===== src/rtl/sar_sec_pkg.sv =====
package sar_sec_pkg;
  // Number of steps in front of the search: zero ref, auto-zero, calibration, sample
  localparam int PRE_STEPS = 4;

  // Frame length for a given resolution: preamble, search bits, transfer
  function automatic int frame_len(input int res_w);
    return PRE_STEPS + res_w + 1;
  endfunction
endpackage


===== src/rtl/sar_step_seq.sv =====
module sar_step_seq
  import sar_sec_pkg::*;
#(
  parameter int RES_W  = 13,
  parameter int STEP_W = $clog2(frame_len(RES_W) + 1)
) (
  input  logic              clk,
  input  logic              rst,
  input  logic              start,
  output logic [STEP_W-1:0] step_q,
  output logic [STEP_W-1:0] step_d
);
  localparam logic [STEP_W-1:0] LAST = STEP_W'(frame_len(RES_W));

  logic may_start;

  always_comb begin
    may_start = (step_q == '0) || (step_q == LAST);
    if (start && may_start)
      step_d = STEP_W'(1);
    else if (may_start)
      step_d = '0;
    else
      step_d = step_q + STEP_W'(1);
  end

  always_ff @(posedge clk) begin
    if (rst) step_q <= '0;
    else     step_q <= step_d;
  end
endmodule


===== src/rtl/sar_strobe_dec.sv =====
module sar_strobe_dec
  import sar_sec_pkg::*;
#(
  parameter int RES_W  = 13,
  parameter int STEP_W = $clog2(frame_len(RES_W) + 1)
) (
  input  logic                 clk,
  input  logic                 rst,
  input  logic [STEP_W-1:0]    step_d,
  output logic [PRE_STEPS-1:0] pre_strb,
  output logic                 xfer_strb
);
  localparam logic [STEP_W-1:0] LAST = STEP_W'(frame_len(RES_W));

  // One registered strobe per preamble step, decoded from the next step
  for (genvar i = 0; i < PRE_STEPS; i++) begin : g_pre
    always_ff @(posedge clk) begin
      if (rst) pre_strb[i] <= 1'b0;
      else     pre_strb[i] <= (step_d == STEP_W'(i + 1));
    end
  end

  always_ff @(posedge clk) begin
    if (rst) xfer_strb <= 1'b0;
    else     xfer_strb <= (step_d == LAST);
  end
endmodule


===== src/rtl/sar_search.sv =====
module sar_search
  import sar_sec_pkg::*;
#(
  parameter int RES_W  = 13,
  parameter int STEP_W = $clog2(frame_len(RES_W) + 1)
) (
  input  logic              clk,
  input  logic              rst,
  input  logic [STEP_W-1:0] step_q,
  input  logic              cmp_ge,
  output logic [RES_W-1:0]  trial,
  output logic [RES_W-1:0]  result
);
  localparam logic [STEP_W-1:0] CLR_STEP  = STEP_W'(PRE_STEPS - 1);
  localparam logic [STEP_W-1:0] SMP_STEP  = STEP_W'(PRE_STEPS);
  localparam logic [STEP_W-1:0] CONV_LO   = STEP_W'(PRE_STEPS + 1);
  localparam logic [STEP_W-1:0] CONV_HI   = STEP_W'(PRE_STEPS + RES_W);
  localparam logic [RES_W-1:0]  MSB_ONLY  = {1'b1, {(RES_W-1){1'b0}}};

  logic [RES_W-1:0] ptr;       // one-hot: bit under test
  logic [RES_W-1:0] trial_nxt;
  logic             in_conv;

  assign in_conv   = (step_q >= CONV_LO) && (step_q <= CONV_HI);
  // drop the bit under test on a low decision, then raise the next lower bit
  assign trial_nxt = (trial & ~(ptr & {RES_W{~cmp_ge}})) | (ptr >> 1);

  always_ff @(posedge clk) begin
    if (rst) begin
      trial  <= '0;
      ptr    <= '0;
      result <= '0;
    end else if (step_q == CLR_STEP) begin
      trial <= '0;
      ptr   <= '0;
    end else if (step_q == SMP_STEP) begin
      trial <= MSB_ONLY;
      ptr   <= MSB_ONLY;
    end else if (in_conv) begin
      trial <= trial_nxt;
      ptr   <= ptr >> 1;
      if (step_q == CONV_HI) result <= trial_nxt;
    end
  end
endmodule


===== src/rtl/sar_section_ctrl.sv =====
module sar_section_ctrl
  import sar_sec_pkg::*;
#(
  parameter int RES_W = 13
) (
  input  logic             clk,
  input  logic             rst,
  input  logic             frame_start,
  input  logic             cmp_ge,
  output logic             zref_smp,
  output logic             az_cmp,
  output logic             cal_cmp,
  output logic             in_smp,
  output logic [RES_W-1:0] trial_code,
  output logic [RES_W-1:0] result_code,
  output logic             result_xfer
);
  localparam int STEP_W = $clog2(frame_len(RES_W) + 1);

  logic [STEP_W-1:0]    step_q, step_d;
  logic [PRE_STEPS-1:0] pre_strb;

  sar_step_seq #(.RES_W(RES_W), .STEP_W(STEP_W)) u_seq (
    .clk(clk), .rst(rst), .start(frame_start),
    .step_q(step_q), .step_d(step_d)
  );

  sar_strobe_dec #(.RES_W(RES_W), .STEP_W(STEP_W)) u_dec (
    .clk(clk), .rst(rst), .step_d(step_d),
    .pre_strb(pre_strb), .xfer_strb(result_xfer)
  );

  sar_search #(.RES_W(RES_W), .STEP_W(STEP_W)) u_srch (
    .clk(clk), .rst(rst), .step_q(step_q), .cmp_ge(cmp_ge),
    .trial(trial_code), .result(result_code)
  );

  assign zref_smp = pre_strb[0];
  assign az_cmp   = pre_strb[1];
  assign cal_cmp  = pre_strb[2];
  assign in_smp   = pre_strb[3];
endmodule


===== config.mk =====
export PLATFORM = sky130hd
export DESIGN_NAME = sar_section_ctrl
export DESIGN_NICKNAME = d
export VERILOG_FILES = /design/src/rtl/sar_sec_pkg.sv /design/src/rtl/sar_step_seq.sv /design/src/rtl/sar_strobe_dec.sv /design/src/rtl/sar_search.sv /design/src/rtl/sar_section_ctrl.sv
export SDC_FILE = /design/constraint.sdc
export NUM_CORES = 1
export LEC_CHECK = 0
export ABC_AREA = 1
export BUFFER_PORTS_ARGS = -buffer_cell sky130_fd_sc_hd__buf_4
export CAP_MARGIN = 15
export CORE_UTILIZATION = 34
export CTS_CLUSTER_SIZE = 24
export DETAILED_ROUTE_END_ITERATION = 6
export PLACE_DENSITY = 0.62
export REMOVE_ABC_BUFFERS = 1
export SLEW_MARGIN = 20
export SYNTH_ARGS = -nofsm -noshare
export SYNTH_HDL_FRONTEND = slang
export SYNTH_SLANG_ARGS = --single-unit

===== constraint.sdc =====
create_clock -name clk -period 1.7 [get_ports clk]
set_input_delay 0.17 -clock clk [delete_from_list [all_inputs] [get_ports clk]]
set_output_delay 0.17 -clock clk [all_outputs]
set_load 0.01 [all_outputs]

== Yosys cells after proc, flatten, opt, wreduce, memory -nomap -nowiden ==
Index checks and enable logic that the tools add are counted.
Storage, ports and cells
  output and inout bits: 31
  register bits after elaboration: 49
  bits in read-only memories: 0
  bits in writable memories: 0
  memories kept: 0
  bits in latches: 0
  logic and storage cells: 44
  input port bits: 4
Cells by class
  bitwise logic cells: 7
  $lt $le $gt $ge: 2
  $add $sub $neg: 1
  multiplexer cells: 6
  reduce and logical (&&, ||, !) cells: 8
  shifts and indexed selects: 0
  eq/ne operators: 9
  divide/modulo/power cells: 0
  $mul: 0
Operator list (number)
  $mux W13: 4
  $and A13 B13 Y13: 2
  $eq A5 B2 Y1 const B: 3
  $eq A5 B5 Y1 const B: 3
  $not A13 Y13: 1
  $or A13 B12 Y13: 1
  $eq A5 B3 Y1 const B: 2
  $mux W5: 2
  $add A5 B1 Y5 const B: 1
  $eq A5 B1 Y1 const B: 1
  $ge A5 B3 Y1 const B: 1
  $le A5 B5 Y1 const B: 1
  $logic_not A5 Y1: 1
  $reduce_and A4 Y1: 1
  $not A1 Y1: 3
  $reduce_or A3 Y1: 1
  $logic_and A1 B1 Y1: 2
  $reduce_bool A2 Y1: 1
  $reduce_or A2 Y1: 1
  $logic_or A1 B1 Y1: 1

== Depth between registers and ports, before layout ==
Gate-level depths: netlist (run 1).
  depth after elaboration: 7
  gate-level depth with buffers: 11
  gate-level depth less buffers: 10

== Modules after synthesis ==
Synthesis (run 1) repeated with hierarchy kept, for this count alone.
Unflattened totals
  cells, all modules: 329
  area total of the unflattened synthesis: 2208.4 µm²
By module, submodules not included
  sar_search: seq. area each 780.7 µm², times used 1, cells each 263, area each 1729.2 µm²
  sar_step_seq: seq. area each 100.1 µm², times used 1, cells each 40, area each 297.8 µm²
  sar_strobe_dec: seq. area each 100.1 µm², times used 1, cells each 26, area each 181.4 µm²

== Least setup slack after synthesis (run 1) ==
No wires, ideal clock.
  path type: reg-to-reg
  start point: reg u_seq.step_q[0]
  end point: reg u_srch.trial[10]
  required time: 1587 ps
  path slack: 214 ps
  period minus slack after synthesis: 1486 ps
  setup time: 113 ps
  cell stages (with the launch flop): 10
  path buffers: 1
  data arrival time: 1373 ps
  cells stage by stage: dfxtp_1 ha_1 inv_1 nand2_1 nand2_1 nand2_1 clkbuf_1 nand3_1 nand2_1 nor2_1
On the way
  cells in the longest elaborated chain, start to end: 2
  elaborated cells on any way between the ends: 6
  those cells by class: order compare (2); eq/ne (2); reduce/logical (2)
Ends and longest elaborated chain
  from (decl): RTL line sar_step_seq.sv:10  | output logic [STEP_W-1:0] step_q,
  from (signal assigned): RTL line sar_step_seq.sv:29  | else step_q <= step_d;
  $ge A5 B3 Y1, or another cell as far along: RTL line sar_search.sv:24  | assign in_conv = (step_q >= CONV_LO) && (step_q <= CONV_HI);
  $logic_and A1 B1 Y1 or $reduce_or A3 Y1 (tied branches)
  to (signal assigned): RTL line sar_search.sv:40  | trial <= trial_nxt;
  to (decl): RTL line sar_search.sv:11  | output logic [RES_W-1:0] trial,
Several ways; a longest one is shown, not always the timed one.
A chain may end at the register's enable or synchronous reset.

== Worst setup path in the final report (run 1) ==
  start point: reg u_seq.step_q[1]
  end point: reg u_srch.ptr[11]
On the way
  cells in the longest elaborated chain, start to end: 2
  elaborated cells on any way between the ends: 6
  those cells by class: order compare (2); eq/ne (2); reduce/logical (2)
Ends and longest elaborated chain
  $ge A5 B3 Y1, or another cell as far along: RTL line sar_search.sv:24
  $logic_and A1 B1 Y1 or $reduce_or A3 Y1 (tied branches)
  to (signal assigned): RTL line sar_search.sv:41  | ptr <= ptr >> 1;
  to (decl): RTL line sar_search.sv:20  | logic [RES_W-1:0] ptr;
Several ways; a longest one is shown, not always the timed one.

==> metrics.yaml, run 1 <==
run:
  cap_violations: 0
routing:
  topRoutingLayerUsed: "met4"
  wl_um: 4688
  dr_wl_met2_um: 2070
  drc: 0
  routedWlPerCell_um: 11.63
  drt_iter0_drc: 104
  drtPass1Iterations: 4
  viasPerCell: 4.752
  routed-via-count: 1915
  met3_length_um: 171
  drt-met1-wl_um: 2380
  ant_nets: 0
clock_tree:
  clockBufferDepth: 2
  cts_hold_buf: 0
  htree_levels: 2
  clockRootBuffer: "clkbuf_8"
  cts_setup_buffers: 0
  cts_sinks: 49
  cts_buffers: 5
  cts_tree: "yes"
  clk_pin_slew_ps: 90
  clock_latency_ps: 310
sta:
  max_freq_mhz: 658.8
  slew_headroom: 0.7166
  rsz0062_at_grt: "no"
  fin_crit_sh: 0.8929
  final_max_slew_viol_count: 0
  hold_viol: 0
  tightest_slew_ps: 424.6
  fin_skew_ps: 14.80
  setup_violations: 0
  fin_hold_ws_ps: 72.39
  fin_crit_ps: 1518
cells_and_area:
  register_area_um2: 982.2
  final_nets: 335
  fin_util: 0.4257
  fillCellCount: 618
  drive_gt1_frac: 0.1677
  multi_input_area_um2: 997.2
  post_layout_nonfiller_instances: 403
  area_growth_pct: 19.32
  num_antenna_cells: 0
global_routing:
  grt_pass1_vias: 1680
  grt_pass1_wl_um: 7734
  grt_usage: 0.1509
  grt_start_max_net_pins: 25
  grt-ovfl-total: 0
  antenna_found_initial: 0
critical_path:
  path_max_fanout: 24
  cp-start-kind: "flip-flop"
  endpoint_kind: "flip-flop"
  criticalPathCategory: "reg2reg"
  worstPathArrival_ps: 1720
  cp_data_required_time_ps: 1900
logic_synthesis:
  synthDistinctLibCells: 21
  syn_inst: 295
  seq_area_frac_synth: 0.4563
  netlist.top_cell.by_area: "dfxtp_1"
  synth_area_mm2: 0.002150
  synth_seq_cells: 49
  synth_warnings: 0
  yosys-top-cells-area: "dfxtp_1, nand2_1, nor2_1"
  yosysTopAreaCellShare: 0.4563
  avgSynthCellArea_um2: 7.287
power:
  comb_power_share: 0.072
  p_int_uw: 1665
  pwr-share-clk: 0.386
  pwr-share-seq: 0.541
  leakage_uw: 0.001146
  switching_share: 0.2332
  p_per_area_mw_per_mm2: 846.6
  ir_worst_vdd_mv: 0.3813
  switchingPower_uw: 506.3
min_path:
  hold_path_class: "in2reg"
placement:
  dp_hpwl_um: 3219
  place_inst: 395
  gp_congestion: 0.8290
  place.port_buffers: 34
die:
  dieHeight_um: 81.51
  die_area_mm2: 0.006644
  rows: 28
  coreArea_mm2: 0.006026
  start_util: 0.3567
  ios: 35
  die_x_um: 81.51
run_status:
  status: "completed"
[cell families after synthesis]
family,after synthesis,synth area share
adders and majority gates,4,0.02328
buffers and inverters,33,0.07974
DFF,49,0.4563
AOI/OAI and AO/OA,38,0.08847
xor gates and xnor gates,1,0.004075
and+or+nand+nor,170,0.3481
[sequential cells by signal, indices dropped and copies added (netlist names)]
register,count
u_dec.pre_strb,4
u_srch.ptr,13
u_seq.step_q,5
u_srch.result,13
u_dec.xfer_strb,1
u_srch.trial,13
[stage by stage]
stage          TNS, ps  total power, uW  instance area, um^2  setup slack, ps
2_1_floorplan   -249.2             1301                 2052           -10.60
3_3_place_gp         0             1357                 2451            215.1
3_5_place_dp         0             1360                 2451            174.1
4_1_cts              0             2204                 2564            161.2
5_1_grt              0             2272                 2565            16.67
6_report             0             2171                 2565            182.0
[path summary, 6_finish.rpt]
| check | from | endpoint | slack (ps) | cells past startpoint |
|---|---|---|---|---|
| worst max-delay path | u_seq.step_q[1] | u_srch.ptr[11] | 180 | 10 |
| worst min-delay path | rst | u_srch.result[0] | 70 | 2 |
| worst max register to register | u_seq.step_q[1] | u_srch.ptr[11] | 180 | 10 |
| worst min register to register | u_srch.result[11] | u_srch.result[11] | 450 | 2 |
[cells in the mapped netlist, drive strengths merged]
cell type / n
a21oi: 25
and3: 1
buf: 10
clkbuf: 4
dfxtp: 49
ha: 4
inv: 19
nand2: 66
nand3: 22
nand3b: 12
nand4: 5
nor2: 64
o21ai: 13
xor2: 1
[critical path: stages (launching register included)]
cell,delay [ps]
dfxtp_1,370
inv_1,100
ha_1,200
inv_1,50
nand2_1,60
nand2_1,50
nand2_1,100
buf_4,270
nand3_1,100
nand2_1,90
nor2_1,40
[placed cells by master (no fill, tap or decap)]
| cell | netlist | layout |
|---|---|---|
| inv_6 | 0 | 1 |
| o21ai_0 | 13 | 13 |
| nand3b_1 | 12 | 12 |
| a21oi_1 | 25 | 25 |
| inv_4 | 1 | 1 |
| bufinv_16 | 0 | 1 |
| buf_4 | 0 | 38 |
| inv_1 | 17 | 17 |
| nor2_1 | 63 | 63 |
| clkinv_2 | 0 | 1 |
| inv_2 | 1 | 1 |
| and3_1 | 1 | 1 |
| clkbuf_8 | 0 | 5 |
| ha_1 | 4 | 4 |
| dfxtp_2 | 0 | 1 |
| nand4_1 | 5 | 5 |
| nand3_2 | 2 | 2 |
| nand3_1 | 20 | 20 |
| nor2_4 | 1 | 1 |
| xor2_1 | 1 | 1 |
| buf_12 | 0 | 1 |
| nand2_1 | 64 | 64 |
| nand2_2 | 2 | 2 |
| dfxtp_1 | 49 | 48 |
[timing repair]
action	4_1_cts	5_1_grt
gates resized for setup	0	1
endpoints found under the hold margin	0	0
endpoints found under the setup margin	0	1
[cell type report]
class                           count  area share
Clock inverter                      3     0.01707
Inverter                           19     0.02878
Sequential cell                    49      0.3829
Timing Repair Buffer               39      0.1190
Clock buffer                        5     0.02683
Multi-Input combinational cell    213      0.3888
Tap cell                           75     0.03659
[power by group through the flow]
stage | logic (uW) | registers [uW] | clock network [uW]
final | 157 | 1180 | 838
after global routing | 180 | 1180 | 914
after CTS | 158 | 1180 | 870
after detailed placement | 158 | 1200 | 0
after global placement | 156 | 1200 | 0
after floorplan | 97.0 | 1200 | 0
[routing by layer]
| metal | GRT usage | vias to the layer above |
|---|---|---|
| met3 | 0.03222 | 5 |
| met1 | 0.2032 | 860 |
| met2 | 0.2358 | 40 |
| li1 | - | 1010 |
| met4 | 0.05357 | 0 |
| met5 | 0 | - |
Power figures use the tool's default switching activity.
==> inputs of run 2 (changes only) <==
HOLD_SLACK_MARGIN = 0.15   (was not set)
clock period = 1.4 ns   (was 1.7 ns; I/O delays follow)
==> run 2 against run 1 <==
Compared with the run above:
- first-iteration DRC count shrank 0.96%
- setup slack worse by 200 ps
- die area unchanged
- fmax rose by 7.3%
- cell area grew 19%
- the flow now finishes with violations (negative setup slack)
- clock skew down 6.2 ps
- largest cell class unchanged
==> metrics.yaml, run 2 (synthesis gave the netlist of run 1 again) <==
die:
  die_x_um: 81.51  # unchanged
  start_util: 0.3567  # unchanged
  ios: 35  # unchanged
  dieHeight_um: 81.51  # unchanged
  die_area_mm2: 0.006644  # unchanged
  rows: 28  # unchanged
  coreArea_mm2: 0.006026  # unchanged
global_routing:
  antenna_found_initial: 0  # unchanged
  grt_pass1_wl_um: 8059  # +4.2%
  grt-ovfl-total: 0  # unchanged
  grt_pass1_vias: 1804  # +7.4%
  grt_usage: 0.1580  # +0.007115
  grt_start_max_net_pins: 25  # unchanged
power:
  leakage_uw: 0.001308  # +14%
  pwr-share-seq: 0.504  # -0.037
  p_int_uw: 2111  # +27%
  p_per_area_mw_per_mm2: 929.9  # +9.8%
  switchingPower_uw: 728.2  # +44%
  ir_worst_vdd_mv: 0.4458  # +17%
  comb_power_share: 0.116  # +0.044
  switching_share: 0.2565  # +0.02335
  power_uw: 2839  # +31%
  pwr-share-clk: 0.379  # -0.007
sta:
  fin_skew_ps: 8.581  # -6.218 ps
  rsz0062_at_grt: "yes"
  hold_viol: 0  # unchanged
  fin_crit_sh: 1.010  # +0.1173
  fin_setup_tns_ps: -30.26  # -30.26 ps
  tightest_slew_ps: 220.0  # -204.6 ps
  max_freq_mhz: 707.1  # +7.3%
  slew_headroom: 0.8518  # +0.1352
  setup_slack_ps: -14.29  # -196.3 ps
  fin_crit_ps: 1414  # -103.7 ps
  final_max_slew_viol_count: 0  # unchanged
  setup_violations: 4  # +4
cells_and_area:
  mostFrequentLayoutCell: "nor2_1"
  final_nets: 357  # +6.6%
  num_antenna_cells: 0  # unchanged
  area_growth_pct: 42.03
  fin_util: 0.5066  # +0.08098
  fillCellCount: 581  # -6.0%
  drive_gt1_frac: 0.3400  # +0.1723
  top_regs: "u_srch.ptr: 13 flops, u_srch.result: 13 flops, u_srch.trial: 13 flops"
  most-common-layout-cells: "nor2_1, nand2_1, buf_4"
routing:
  wl_um: 5875  # +25%
  drt_iter0_drc: 103  # -0.96%
  viasPerCell: 4.967  # +4.5%
  drtPass1Iterations: 4  # unchanged
  drc: 0  # unchanged
  routedWlPerCell_um: 13.82  # +19%
  ant_nets: 0  # unchanged
  routed-via-count: 2111  # +10%
min_path:
  hold_path_class: "in2reg"
  worstHoldStart: "cmp_ge"
  min_path_cells: 5  # +3
  hold_end: "u_srch.result[12]"
placement:
  dp_hpwl_um: 3342  # +3.8%
  place.port_buffers: 34  # unchanged
  gp_congestion: 0.8464  # +2.1%
critical_path:
  reg2reg_slack_ps: -10  # -200 ps
  worst-r2r-cell-count: 8  # -2
  endpoint_kind: "flip-flop"
  criticalPathCategory: "reg2reg"
  path_max_fanout: 16  # -33%
  worstPathArrival_ps: 1630  # -90 ps
  r2r-start: "u_seq.step_q[0]"
  rr_endpoint: "u_srch.ptr[10]"
  cp-start-kind: "flip-flop"
  cp_data_required_time_ps: 1620  # -280 ps
run_status:
  violations: "negative setup slack"
  status: "complete, but fails checks"
clock_tree:
  clock_latency_ps: 320  # about the same
  clockRootBuffer: "clkbuf_8"
  clockBufferDepth: 2  # unchanged
  cts_buffers: 5  # unchanged
  cts_tree: "yes"
  clk_pin_slew_ps: 90  # about the same
  cts_sinks: 49  # unchanged
  htree_levels: 2  # unchanged
run:
  cap_violations: 0  # unchanged
==> run 2: cell count changes in the layout (fill, tap and decap cells not counted), moves of 6 or more <==
cell and change:
buf_4 +8, buf_6 +6, nand2_1 -15, nand2_2 +10
nor2_1 -11, nor2_2 +7
==> run 2: layout make-up <==
class,count,area [um^2],share of cell area
Inverter,19,88.84,0.02910
Clock inverter,3,50.05,0.01639
Multi-Input combinational cell,213,1204,0.3943
Timing Repair inverter,2,17.52,0.005738
Timing Repair Buffer,59,538.0,0.1762
Sequential cell,49,992.2,0.3250
Clock buffer,5,68.82,0.02254
Tap cell,75,93.84,0.03074
==> run 2: worst max path at each step <==
stage                     from                 to  slack, ps  cells after the start
2_1_floorplan  u_seq.step_q[0]      u_srch.ptr[0]       -310                      9
3_3_place_gp   u_seq.step_q[0]    u_srch.trial[8]        -20                      9
3_5_place_dp   u_seq.step_q[0]    u_srch.trial[8]        -60                      9
4_1_cts        u_seq.step_q[0]  u_dec.pre_strb[0]          8                     10
5_1_grt        u_seq.step_q[0]     u_srch.ptr[10]        -80                      8
6_report       u_seq.step_q[0]     u_srch.ptr[10]        -10                      8
==> run 2: repair_timing <==
item                       in CTS  in global routing
resized for setup               6                 72
pin swaps                       0                 25
hold buffers                    2                  0
hold endpoints to repair        6                  0
setup endpoints to repair      31                 42
gates cloned                    0                  6
buffers inserted                0                  4
==> run 2: power groups by stage <==
stage	combinational (uW)	clock, uW	sequential [uW]
2_1_floorplan	118	0	1460
3_3_place_gp	198	0	1460
3_5_place_dp	198	0	1460
4_1_cts	208	1100	1430
5_1_grt	353	1160	1430
6_report	331	1080	1430
==> run 2: worst max-delay path, cell delays in order (launching register included) <==
cell and delay, ps:
dfxtp_4 400, buf_4 150, nor2_4 110, nand2_2 90, nand3_4 140, buf_8 170, nand3b_1 130, nand2_4 90
nor2_4 30
==> run 2: stage by stage <==
step / instance area (um^2) / worst slack [ps] / hold WS, ps / instances
after detailed placement: 2526 / -60.20 / 361.5 / 405
after floorplan: 2052 / -310.6 / 209.1 / 281
final: 3053 / -14.29 / 274.1 / 425
after CTS: 2688 / 7.872 / 282.6 / 415
after global placement: 2526 / -21.99 / 356.9 / 405
after global routing: 3053 / -82.84 / 324.6 / 425
==> run 2: layer usage <==
layer | vias up | wire, um | track usage
met4 | 0 | 153 | 0.07143
met1 | 989 | 2596 | 0.1968
met5 | - | 0 | 0
met3 | 14 | 261 | 0.03333
met2 | 58 | 2864 | 0.2600
li1 | 1050 | - | -
==> inputs of run 3 (changes only) <==
CORE_ASPECT_RATIO = 0.6   (was not set)
clock period = 1.68 ns   (was 1.4 ns; I/O delays follow)
==> run 3 against run 2 <==
Compared with the run above:
- the run now ends clean
- cell area fell by 14%
- clock power is 29% lower
- flip-flop and latch count stayed put
- die area grew 0.16%
- sequential power decreased by 17%
- power fell by 25%
- clock-buffer cell count up 2
- clock skew up 4.5 ps
- non-clock buffer count down 17
- wire length decreased by 16%
- global-route usage shrank 0.44 points
- largest cell class unchanged
- largest power group unchanged
==> metrics.yaml, run 3 (synthesis gave the netlist of run 1 again) <==
run_status:
  status: "completed"
clock_tree:
  clk_pin_slew_ps: 90  # about the same
  cts_setup_buffers: 0  # unchanged
  clock_latency_ps: 310  # about the same
  clockRootBuffer: "clkbuf_8"
  cts_buffers: 5  # unchanged
  cts_sinks: 49  # unchanged
  htree_levels: 2  # unchanged
  cts_tree: "yes"
  clockBufferDepth: 2  # unchanged
routing:
  routedWlPerCell_um: 11.88  # -14%
  routed-via-count: 1979  # -6.3%
  ant_nets: 0  # unchanged
  viasPerCell: 4.769  # -4.0%
  drc: 0  # unchanged
  drtPass1Iterations: 4  # unchanged
  wl_um: 4930  # -16%
  drt_iter0_drc: 141  # +37%
critical_path:
  worstPathArrival_ps: 1680  # +50 ps
  criticalPathCategory: "reg2reg"
  cp_data_required_time_ps: 1920  # +300 ps
  path_max_fanout: 8  # -8
  worstPathCellList: "inv_1 > ha_1 > inv_1 > nand2_1 > nand3_2 > nand2_1 > inv_1 > nor2_1 > nand2_1 > nor2_1"
  worst-r2r-cell-count: 10  # +2
  cp-start-kind: "flip-flop"
  max_stage_delay_ps: 360  # -40 ps
  reg2reg_slack_ps: 240  # +250 ps
  endpoint_kind: "flip-flop"
  rr_endpoint: "u_dec.pre_strb[0]"
  r2r-start: "u_seq.step_q[0]"
  crit_path_top_delay_cell: "dfxtp_2"
placement:
  gp_congestion: 0.8083  # -4.5%
  place_ws_ps: 162.4  # +222.5 ps
  dp_hpwl_um: 3376  # +1.0%
  dpl-instance-area_mm2: 0.002495  # -1.2%
  place.port_buffers: 34  # unchanged
cells_and_area:
  area_growth_pct: 21.94
  mostFrequentLayoutCell: "nand2_1"
  final_area_mm2: 0.002621  # -14%
  final_nets: 338  # -5.3%
  most-common-layout-cells: "nand2_1, nor2_1, dfxtp_1"
  top_regs: "u_srch.ptr: 13 flops, u_srch.result: 13 flops, u_srch.trial: 13 flops"
  num_antenna_cells: 0  # unchanged
  drive_gt1_frac: 0.1722  # -0.1678
global_routing:
  grt-ovfl-total: 0  # unchanged
  grt_pass1_vias: 1625  # -9.9%
  grt_start_max_net_pins: 25  # unchanged
  grt_pass1_wl_um: 7997  # -0.77%
  antenna_found_initial: 0  # unchanged
  grt_usage: 0.1536  # -0.004431
power:
  leakage_uw: 0.001165  # -11%
  ir_worst_vdd_mv: 0.3034  # -32%
  p_per_area_mw_per_mm2: 807.7  # -13%
run:
  cap_violations: 0  # unchanged
sta:
  setup_slack_ps: 237.8  # +252.1 ps
  rsz0062_at_grt: "no"
  fin_skew_ps: 13.09  # +4.512 ps
  hold_viol: 0  # unchanged
  max_freq_mhz: 693.4  # -1.9%
  fin_crit_sh: 0.8584  # -0.1518
  fin_crit_ps: 1442  # +27.86 ps
  final_max_slew_viol_count: 0  # unchanged
  setup_violations: 0  # -4
  tightest_slew_ps: 419.2  # +199.3 ps
  slew_headroom: 0.7202  # -0.1316
die:
  ios: 35  # unchanged
  rows: 22  # -21%
  dieHeight_um: 63.59  # -22%
  coreArea_mm2: 0.006111  # +1.4%
  die_x_um: 104.7  # +28%
  start_util: 0.3518  # -0.004967
  die_area_mm2: 0.006655  # +0.16%
min_path:
  min_path_cells: 5  # unchanged
  hold_end: "u_srch.result[12]"
  hold_path_class: "in2reg"
  worstHoldStart: "cmp_ge"
==> run 3: how the worst max path moves through the flow <==
stage / start / endpoint / cells past startpoint / slack [ps]
2_1_floorplan: u_seq.step_q[0] / u_srch.ptr[0] / 9 / -30
3_3_place_gp: u_seq.step_q[0] / u_srch.trial[6] / 7 / 210
3_5_place_dp: u_seq.step_q[0] / u_srch.trial[8] / 9 / 160
4_1_cts: u_seq.step_q[0] / u_srch.trial[9] / 9 / 150
5_1_grt: u_seq.step_q[0] / u_dec.pre_strb[2] / 9 / 40
6_report: u_seq.step_q[0] / u_dec.pre_strb[0] / 10 / 240
==> run 3: timing repair <==
| item | CTS | global route |
|---|---|---|
| hold endpoints to repair | 5 | 0 |
| gates resized for setup | 0 | 3 |
| hold buffers | 2 | 0 |
| endpoints found under the setup margin | 0 | 21 |
==> run 3: through the flow <==
step           instances  TNS [ps]  power, uW    util  hold WS (ps)
2_1_floorplan        281    -729.2       1316       -         237.1
3_3_place_gp         405         0       1374  0.4083         383.7
3_5_place_dp         405         0       1376  0.4083         385.0
4_1_cts              415         0       2138  0.4281         333.7
5_1_grt              415         0       2219  0.4290         358.2
6_report             415         0       2117  0.4290         338.2
==> run 3: where the power goes <==
group	internal [uW]	total [uW]	switching, uW
registers	1180	1190	13.8
clock network	373	762	389
logic	65.5	165	99.5
total	1610	2120	503
==> run 3: metal layers <==
metal / vias up / track usage / routed length [um]
li1: 1016 / - / -
met1: 892 / 0.2330 / 2557
met2: 61 / 0.1945 / 1852
met3: 10 / 0.04762 / 434
met4: 0 / 0.05810 / 85
met5: - / 0 / 0
==> run 3: area by class of cell <==
type | count | area (um^2)
Clock buffer | 7 | 96.34
Timing Repair Buffer | 42 | 357.8
Fill cell | 627 | 3490
Tap cell | 84 | 105.1
Sequential cell | 49 | 983.4
Clock inverter | 1 | 5.005
Inverter | 19 | 76.32
Multi-Input combinational cell | 213 | 997.2
==> run 3: critical path, delay by kind of cell, from the launching register on <==
| family | cells | cell delay, ps |
|---|---|---|
| buffers and inverters | 3 | 190 |
| adder cells (fa/ha/maj) | 1 | 180 |
| flip-flops | 1 | 360 |
| AND/OR/NAND/NOR | 6 | 660 |
